===== src/rtl/crc32c_pkg.sv =====
package crc32c_pkg;

    localparam int DIG_W = 32;
    localparam int BYTE_W = 8;
    localparam int DIG_BYTES = DIG_W / BYTE_W;

    localparam logic [DIG_W-1:0] POLY_REFL = 32'h82F6_3B78;
    localparam logic [DIG_W-1:0] SEED      = 32'hFFFF_FFFF;
    localparam logic [DIG_W-1:0] FINAL_XOR = 32'hFFFF_FFFF;

    typedef enum logic [1:0] {
        SEQ_IDLE = 2'd0,
        SEQ_OPEN = 2'd1,
        SEQ_PAD  = 2'd2
    } seq_state_t;

    typedef struct packed {
        logic              en;
        logic              reload;
        logic [BYTE_W-1:0] data;
    } step_cmd_t;

    function automatic logic [DIG_W-1:0] crc_step(
        input logic [DIG_W-1:0]  cur,
        input logic [BYTE_W-1:0] b
    );
        logic [DIG_W-1:0] r;
        r = cur ^ {{(DIG_W-BYTE_W){1'b0}}, b};
        for (int i = 0; i < BYTE_W; i++) begin
            r = (r >> 1) ^ (POLY_REFL & {DIG_W{r[0]}});
        end
        return r;
    endfunction

endpackage


===== src/rtl/crc32c_lane.sv =====
module crc32c_lane
    import crc32c_pkg::*;
(
    input  logic             clk,
    input  logic             rst,
    input  step_cmd_t        cmd,
    output logic [DIG_W-1:0] crc_next
);
    logic [DIG_W-1:0] crc_q;

    always_comb begin
        crc_next = crc_step(cmd.reload ? SEED : crc_q, cmd.data);
    end

    always_ff @(posedge clk) begin
        if (rst) begin
            crc_q <= SEED;
        end else if (cmd.en) begin
            crc_q <= crc_next;
        end
    end
endmodule


===== src/rtl/crc32c_seq.sv =====
module crc32c_seq
    import crc32c_pkg::*;
#(
    parameter int ALIGN = 4
) (
    input  logic              clk,
    input  logic              rst,
    input  logic              in_valid,
    input  logic [BYTE_W-1:0] in_data,
    input  logic              in_sof,
    input  logic              in_eof,
    input  logic              pad_en,
    output logic              in_ready,
    output step_cmd_t         cmd,
    output logic              fin,
    output logic              sof_taken
);
    localparam int CNT_W = (ALIGN > 1) ? $clog2(ALIGN) : 1;

    seq_state_t       state_q;
    logic [CNT_W-1:0] count_q;
    logic [CNT_W-1:0] pad_left_q;
    logic [CNT_W-1:0] cnt_new;
    logic             accept;
    logic             need_pad;

    assign in_ready = (state_q != SEQ_PAD);
    assign accept   = in_valid && in_ready;

    always_comb begin
        cmd       = '{en: 1'b0, reload: 1'b0, data: in_data};
        fin       = 1'b0;
        sof_taken = 1'b0;
        cnt_new   = (in_sof ? CNT_W'(0) : count_q) + CNT_W'(1);
        need_pad  = pad_en && (cnt_new != CNT_W'(0));
        if (state_q == SEQ_PAD) begin
            cmd.en   = 1'b1;
            cmd.data = '0;
            fin      = (pad_left_q == CNT_W'(1));
        end else if (accept) begin
            if (in_sof) begin
                sof_taken  = 1'b1;
                cmd.en     = 1'b1;
                cmd.reload = 1'b1;
            end else if (state_q == SEQ_OPEN) begin
                cmd.en = 1'b1;
            end
            if (cmd.en && in_eof && !need_pad) begin
                fin = 1'b1;
            end
        end
    end

    always_ff @(posedge clk) begin
        if (rst) begin
            state_q    <= SEQ_IDLE;
            count_q    <= '0;
            pad_left_q <= '0;
        end else if (state_q == SEQ_PAD) begin
            pad_left_q <= pad_left_q - CNT_W'(1);
            if (pad_left_q == CNT_W'(1)) begin
                state_q <= SEQ_IDLE;
            end
        end else if (cmd.en) begin
            count_q <= cnt_new;
            if (!in_eof) begin
                state_q <= SEQ_OPEN;
            end else if (need_pad) begin
                state_q    <= SEQ_PAD;
                pad_left_q <= CNT_W'(0) - cnt_new;
            end else begin
                state_q <= SEQ_IDLE;
            end
        end
    end
endmodule


===== src/rtl/crc32c_serializer.sv =====
module crc32c_serializer
    import crc32c_pkg::*;
#(
    parameter bit LSB_FIRST = 1'b1
) (
    input  logic              clk,
    input  logic              rst,
    input  logic              load,
    input  logic [DIG_W-1:0]  value,
    output logic              ser_valid,
    output logic [BYTE_W-1:0] ser_byte
);
    localparam int LEFT_W = $clog2(DIG_BYTES + 1);

    logic [DIG_W-1:0]  shreg_q;
    logic [LEFT_W-1:0] left_q;

    assign ser_valid = (left_q != '0);

    generate
        if (LSB_FIRST) begin : g_lsb
            assign ser_byte = shreg_q[BYTE_W-1:0];
        end else begin : g_msb
            assign ser_byte = shreg_q[DIG_W-1 -: BYTE_W];
        end
    endgenerate

    always_ff @(posedge clk) begin
        if (rst) begin
            shreg_q <= '0;
            left_q  <= '0;
        end else if (load) begin
            shreg_q <= value;
            left_q  <= LEFT_W'(DIG_BYTES);
        end else if (ser_valid) begin
            left_q <= left_q - LEFT_W'(1);
            if (LSB_FIRST) begin
                shreg_q <= shreg_q >> BYTE_W;
            end else begin
                shreg_q <= shreg_q << BYTE_W;
            end
        end
    end
endmodule


===== src/rtl/crc32c_digest.sv =====
module crc32c_digest
    import crc32c_pkg::*;
#(
    parameter int ALIGN         = 4,
    parameter bit SER_LSB_FIRST = 1'b1
) (
    input  logic        clk,
    input  logic        rst,
    input  logic        in_valid,
    output logic        in_ready,
    input  logic [7:0]  in_data,
    input  logic        in_sof,
    input  logic        in_eof,
    input  logic        pad_en,
    input  logic        check_en,
    input  logic [31:0] rx_digest,
    output logic        out_done,
    output logic [31:0] out_digest,
    output logic        out_mismatch,
    output logic        ser_valid,
    output logic [7:0]  ser_byte
);
    step_cmd_t        cmd;
    logic             fin;
    logic             sof_taken;
    logic [DIG_W-1:0] crc_next;
    logic [DIG_W-1:0] final_val;

    crc32c_seq #(.ALIGN(ALIGN)) u_seq (
        .clk       (clk),
        .rst       (rst),
        .in_valid  (in_valid),
        .in_data   (in_data),
        .in_sof    (in_sof),
        .in_eof    (in_eof),
        .pad_en    (pad_en),
        .in_ready  (in_ready),
        .cmd       (cmd),
        .fin       (fin),
        .sof_taken (sof_taken)
    );

    crc32c_lane u_lane (
        .clk      (clk),
        .rst      (rst),
        .cmd      (cmd),
        .crc_next (crc_next)
    );

    assign final_val = crc_next ^ FINAL_XOR;

    crc32c_serializer #(.LSB_FIRST(SER_LSB_FIRST)) u_ser (
        .clk       (clk),
        .rst       (rst),
        .load      (fin),
        .value     (final_val),
        .ser_valid (ser_valid),
        .ser_byte  (ser_byte)
    );

    always_ff @(posedge clk) begin
        if (rst) begin
            out_done     <= 1'b0;
            out_digest   <= '0;
            out_mismatch <= 1'b0;
        end else begin
            out_done <= fin;
            if (fin) begin
                out_digest   <= final_val;
                out_mismatch <= check_en && (final_val != rx_digest);
            end else if (sof_taken) begin
                out_mismatch <= 1'b0;
            end
        end
    end
endmodule


===== config.mk =====
export PLATFORM = sky130hd
export DESIGN_NAME = crc32c_digest
export DESIGN_NICKNAME = d
export VERILOG_FILES = /design/src/rtl/crc32c_pkg.sv /design/src/rtl/crc32c_lane.sv /design/src/rtl/crc32c_seq.sv /design/src/rtl/crc32c_serializer.sv /design/src/rtl/crc32c_digest.sv
export SDC_FILE = /design/constraint.sdc
export NUM_CORES = 1
export LEC_CHECK = 0
export BUFFER_PORTS_ARGS = -buffer_cell sky130_fd_sc_hd__buf_4
export CELL_PAD_IN_SITES_DETAIL_PLACEMENT = 1
export CELL_PAD_IN_SITES_GLOBAL_PLACEMENT = 1
export CORE_MARGIN = 2
export CORE_UTILIZATION = 44
export DETAILED_ROUTE_END_ITERATION = 8
export HOLD_SLACK_MARGIN = 0.08
export PLACE_DENSITY_LB_ADDON = 0.12
export SYNTH_ARGS = -nofsm -noshare
export SYNTH_HDL_FRONTEND = slang
export SYNTH_SLANG_ARGS = --single-unit

===== constraint.sdc =====
create_clock -name clk -period 4.18 [get_ports clk]
set_input_delay 0.836 -clock clk [delete_from_list [all_inputs] [get_ports clk]]
set_output_delay 0.836 -clock clk [all_outputs]
set_load 0.005 [all_outputs]

After elaboration in Yosys (flattened, before gate mapping):

Index checks and enable logic that the tools add are counted.

* output and inout bits: 44
* register bits after elaboration: 107

* equality and inequality tests: 6
* bitwise logic cells: 11
* $add $sub $neg: 4
* reductions and logical operators: 17
* mux-type cells: 31

Operators with widths (number)
* $xor A31 B32 Y32: 8
* $mux W32: 3
* $ne A32 B32 Y1: 1
* $not A32 Y32: 1
* $xor A32 B8 Y32: 1
* $mux W2: 11
* $mux W1: 14
* $reduce_bool A2 Y1: 6
* $mux W8: 1
* $mux W3: 2
* $logic_and A1 B1 Y1: 5
* $eq A2 B1 Y1 const B: 2
* $ne A2 B2 Y1 const B: 2
* $reduce_and A2 Y1: 2
* $reduce_and A3 Y1: 1
* $reduce_bool A3 Y1: 1
* $sub A3 B1 Y3 const B: 1
* $add A2 B1 Y2 const B: 1
* $eq A2 B2 Y1 const B: 1
* $reduce_or A2 Y1: 1
* $sub A1 B2 Y2 const A: 1
* $sub A2 B1 Y2 const B: 1
* $logic_not A1 Y1: 1
* $not A1 Y1: 1

Longest topological paths before layout:

* word-level depth: 21
* gate-level depth with buffers: 14
* gate-level depth less buffers: 11

Cells and area by module:

Synthesis repeated with hierarchy kept, for this count alone.

* cell total of the unflattened synthesis: 681
* area, all modules: 6273.5 um2

Modules (own cells, without submodules)
* crc32c_lane: instances 1, cells each 272, area each 2563.7 um2
* crc32c_serializer: instances 1, cells each 168, area each 1699.1 um2
* crc32c_digest: instances 1, cells each 187, area each 1576.5 um2
* crc32c_seq: instances 1, cells each 54, area each 434.2 um2

Worst setup path before layout:

OpenSTA, ideal clock, no wires.

* kind: input to register
* start: input port in_valid
* end: register out_mismatch
* stages on the path: 11
* slack: 0.537 ns
* data arrival time: 3.524 ns
* required time: 4.061 ns
* cells stage by stage: and2_4 -> buf_6 -> or3_1 -> o211ai_4 -> xnor3_2 -> xnor3_1 -> a2bb2oi_1 -> o2111ai_1 -> or4_1 -> nor4_2 -> o21ai_1

* word-level cells in the longest chain between the ends: 17
* elaborated cells on any way between the ends: 22
* classes of those cells: eq/ne (1); mux (8); bitwise (10); reduce/logical (3)

RTL lines
* start: declaration: line crc32c_digest.sv:9 `input logic in_valid,`
* $logic_and A1 B1 Y1 (*): line crc32c_seq.sv:28 `assign accept = in_valid && in_ready;`
* $mux W2: line crc32c_seq.sv:40 `end else if (accept) begin`
* $mux W1: line crc32c_seq.sv:36 `if (state_q == SEQ_PAD) begin`
* $mux W32: line crc32c_lane.sv:12 `crc_next = crc_step(cmd.reload ? SEED : crc_q, cmd.data);`
* $xor A32 B8 Y32: line crc32c_pkg.sv:28 `r = cur ^ {{(DIG_W-BYTE_W){1'b0}}, b};`
* $xor A31 B32 Y32 (8 in a row): line crc32c_pkg.sv:30 `r = (r >> 1) ^ (POLY_REFL & {DIG_W{r[0]}});`
* $not A32 Y32 (no source line)
* $ne A32 B32 Y1: line crc32c_digest.sv:70 `out_mismatch <= check_en && (final_val != rx_digest);`
* $logic_and A1 B1 Y1: line crc32c_digest.sv:70
* $mux W1: line crc32c_digest.sv:68 `if (fin) begin`
* end signal: assignment: line crc32c_digest.sv:70
* end: declaration: line crc32c_digest.sv:19 `output logic out_mismatch,`

Mark *: on every way between the ends. The rest lies on a longest branch, timed or not.
A chain may end at the register's enable or synchronous reset.

Worst setup path in the final report:

* start: input port in_sof
* end: register out_mismatch

* word-level cells in the longest chain between the ends: 17
* elaborated cells on any way between the ends: 33
* classes of those cells: add/sub (1); eq/ne (1); mux (14); bitwise (10); reduce/logical (7)

RTL lines
* start: declaration: line crc32c_digest.sv:12 `input logic in_sof,`
* $mux W1: line crc32c_seq.sv:41 `if (in_sof) begin`
* $mux W2: line crc32c_seq.sv:40
* $mux W1: line crc32c_seq.sv:36
* $mux W32: line crc32c_lane.sv:12
* $xor A32 B8 Y32: line crc32c_pkg.sv:28
* $xor A31 B32 Y32 (8 in a row): line crc32c_pkg.sv:30
* $not A32 Y32 (no source line)
* $ne A32 B32 Y1: line crc32c_digest.sv:70
* $logic_and A1 B1 Y1: line crc32c_digest.sv:70
* $mux W1: line crc32c_digest.sv:68

Parallel ways exist; a longest one is shown, timed or not. The select of a mux whose other input is x is not followed.

==> metrics.md <==
| Metric | Value |
|---|---|
| Avg Cell Area, Syn | `9.05 sq um` |
| HPWL after detailed placement | `14600 um` |
| Commonest non-fill, non-tap cell in the layout | `buf_4` |
| Crit path DAT | `3900 ps` |
| P&R area growth vs syn | `19.4%` |
| Syn_nets | `731` |
| Cell Area, Synth | `6140 sq um` |
| Flop2flop setup slack | `650 ps` |
| Worst path max stage delay | `590 ps` |
| Main flop type after synthesis | `dfxtp_1` |
| CP Buf/Inv Count | `1` |
| Std-Cell Rows | `43` |
| Initial Util | `44.6%` |
| Asr flop ratio synth | `0%` |
| Die Y | `122 um` |
| Vias in the first global route | `5197` |
| Worst setup SP type | `input pin` |
| Cell depth of the worst flop-to-flop path | `12` |
| Leakage | `3.04 nW` |
| Top delay family on crit path | `simple AND/OR/NAND/NOR gates` |
| Flops & latches, synth | `107` |
| Finished Layout Cells | `941` |
| Slowest stage cell, crit path | `or4_1` |
| Crit path max fanout | `21` |
| Input/output buffers | `90` |
| Via/cell ratio | `5.50` |
| Final layout net count | `808` |
| Fmax | `0.274 GHz` |
| Synth warn | `0` |
| Data required, critical path | `4430 ps` |
| Total track usage | `26.5%` |
| Routed Antenna Nets | `0` |
| FF-to-FF End | `out_mismatch$_SDFFE_PP0P_` |
| Hold crit path type | `reg -> reg` |
| Cts hold-fix bufs | `0` |
| Crit path capture type | `register` |
| PwrDens | `769 nW/um^2` |
| Maximum VDD drop | `464 uV` |
| Hold Fails Final Rpt | `0` |
| H-tree levels | `3` |
| Most frequent cells in the layout | `buf_4 (117), dfxtp_1 (107), nor2_1 (105)` |
| Synth top area share | `34.9%` |
| Synth unique cells | `58` |
| Post-layout instance area | `7340 sq um` |
| Crit path capture | `out_mismatch$_SDFFE_PP0P_` |
| Final min period | `3660 ps` |
| Clock sinks | `107` |
| Cell count after placement | `925` |
| First-pass GRT wire length | `29400 um` |
| Worst path cell trace | `buf_4, and2_4, or3_1, o211ai_4, xnor3_2, xnor3_1, a2bb2oi_1, o2111ai_1, or4_1, nor4_2, o21ai_1` |
| Residual DRC | `0` |
| Initial antenna violation count | `0` |
| Switching share of power | `42.8%` |
| Seq/Total Area, Yosys | `34.9%` |
| Largest net degree at the start of global routing | `85` |
| Least-Margin Pin Slew | `914 ps` |
| Area of the die | `14900 sq um` |
| Final setup TNS | `0 ps` |
| Iteration count of the initial detailed-routing pass | `4` |
| Sequential share of power | `22.9%` |
| Number of flops mapped to enable cells by yosys | `0` |
| RSZ-0062 raised after global routing | `no` |
| Switching pwr | `2.42 mW` |
| Layout cells sized above 1 | `23.4%` |
| Slew headroom | `39.1%` |
| Clock root buffer | `clkbuf_16` |
| Comb pwr share | `61.1%` |
| Post-synthesis cell count | `679` |
| Yosys top cell by area | `dfxtp_1` |
| Total gr overflow | `0` |
| CP startpoint | `in_sof` |
| Setup violators final | `0` |
| Clk Latency, worst-skew pair | `360 ps` |
| Internal power | `3.23 mW` |
| Ports | `91` |
| Post-CTS setup buffer count | `0` |
| Number of inserted diodes | `0` |
| Crit path kind | `in -> reg` |
| Critical path depth | `11` |
| DP Area | `7030 sq um` |
| Die X | `122 um` |
| Util after Layout | `53.3%` |
| Clock Power Share | `15.9%` |
| Reg2reg start | `u_seq.state_q[1]$_SDFFE_PP0P_` |
| Clock Skews | `6.97 ps` |
| Wirelength per Cell | `20.5 um` |
| Routability cong. | `0.879` |
| Clk buf depth | `2` |
| Iter 0 DRT Violations | `309` |
| CTS tree | `built` |
| Clock transition at path regs | `70 ps` |
| Outcome | `finished clean` |
| Core box area | `13800 sq um` |
| Maxcap violations | `0` |
| Post-CTS resize count | `0` |
| Total Routed Length | `19300 um` |
| Top post-synthesis cells by area | `dfxtp_1 (35%), xnor2_1 (8.4%), nor2_1 (6.5%)` |
| Final period util | `87.5%` |
| Number of fill cells | `1604` |
| Vias | `5178` |
| Num CTS Buffers | `9` |
| Fin. max-slew vios | `0` |
[registers in the layout (all words and copies together) (netlist names)]
| register | cells |
|---|---|
| u_lane.crc_q | 32 |
| u_ser.shreg_q | 32 |
| out_done | 1 |
| out_mismatch | 1 |
| u_ser.left_q | 3 |
| u_seq.count_q | 2 |
| out_digest | 32 |
| u_seq.state_q | 2 |
| u_seq.pad_left_q | 2 |
[area by class of cell]
cell class / count / area (sq um) / share of cell area (%)
clock buffers: 13 / 260 / 3.55
clock inverters: 3 / 43.8 / 0.597
repair buffers: 118 / 898 / 12.2
multi-input cells: 508 / 3720 / 50.7
well taps: 180 / 225 / 3.07
inverters: 12 / 50.0 / 0.682
flip-flops and latches: 107 / 2140 / 29.2
[worst register-to-register path, delay by kind of cell, from the launching register on]
family,cells,cell delay [ps]
xor gates and xnor gates,2,800
and+or+nand+nor,3,1070
AOI/OAI and AO/OA,5,800
DFF,1,340
buffers and inverters,2,410
[power by group through the flow]
stage / Clock [mW] / Combinational [mW] / Sequential (mW)
floorplan: 0 / 2.33 / 1.28
global placement: 0 / 3.37 / 1.31
detailed placement: 0 / 3.43 / 1.32
CTS: 0.914 / 3.45 / 1.29
global route: 0.954 / 3.67 / 1.31
finish: 0.900 / 3.45 / 1.30
[through the flow]
| step | power (mW) | worst slack (ps) | hold slack [ps] |
|---|---|---|---|
| 3_3_place_gp | 4.68 | 192 | 442 |
| 2_1_floorplan | 3.60 | 537 | 436 |
| 3_5_place_dp | 4.75 | 112 | 449 |
| 6_report | 5.65 | 524 | 454 |
| 5_1_grt | 5.94 | 346 | 483 |
| 4_1_cts | 5.66 | 493 | 460 |
[synth_stat cells, drive strengths merged, types with 4 or more instances]
library cell and count:
nand2 51, ha 5, nor4 4, mux2i 18, o2111ai 4, nand3 9, xnor3 18, nor2 106
or3 9, mux2 9, a21oi 50, nor3 19, a211o 19, dfxtp 107, and2 5, or2 10
buf 18, a211oi 20, xnor2 65, o21ai 11, o211ai 14, clkbuf 34, nand2b 4, inv 12
xor2 26
[worst min-delay path by stage]
stage	start	end	slack, ps	cells past startpoint
finish	out_digest[1]$_SDFFE_PP0P_	out_digest[1]$_SDFFE_PP0P_	450	2
global route	u_lane.crc_q[31]$_SDFFE_PP1P_	u_lane.crc_q[31]$_SDFFE_PP1P_	480	1
global placement	out_digest[5]$_SDFFE_PP0P_	out_digest[5]$_SDFFE_PP0P_	440	2
CTS	out_digest[1]$_SDFFE_PP0P_	out_digest[1]$_SDFFE_PP0P_	460	2
floorplan	u_lane.crc_q[21]$_SDFFE_PP1P_	u_lane.crc_q[21]$_SDFFE_PP1P_	440	1
detailed placement	out_digest[1]$_SDFFE_PP0P_	out_digest[1]$_SDFFE_PP0P_	450	2
[per-layer routing]
metal | vias to the layer above | part of all wire (%) | wire, um | global-route usage, %
met2 | 112 | 47 | 9020 | 42.5
met3 | 32 | 3.3 | 639 | 3.09
met5 | - | 0 | 0 | 0
met1 | 2547 | 47 | 9130 | 36.7
met4 | 0 | 2.5 | 485 | 9.99
li1 | 2487 | - | - | -
[kinds of logic (layout without fill, tap and decap cells)]
group | after synthesis | count (layout) | synth area share [%]
and+or+nand+nor | 230 | 230 | 16.8
AOI/OAI and AO/OA | 135 | 135 | 16.2
muxes | 27 | 27 | 4.58
DFF | 107 | 107 | 34.9
xor gates and xnor gates | 110 | 110 | 21.4
buffers and inverters | 64 | 146 | 5.01
adders and majority gates | 6 | 6 | 1.18
Note: power is estimated with default switching activity, not from simulation.
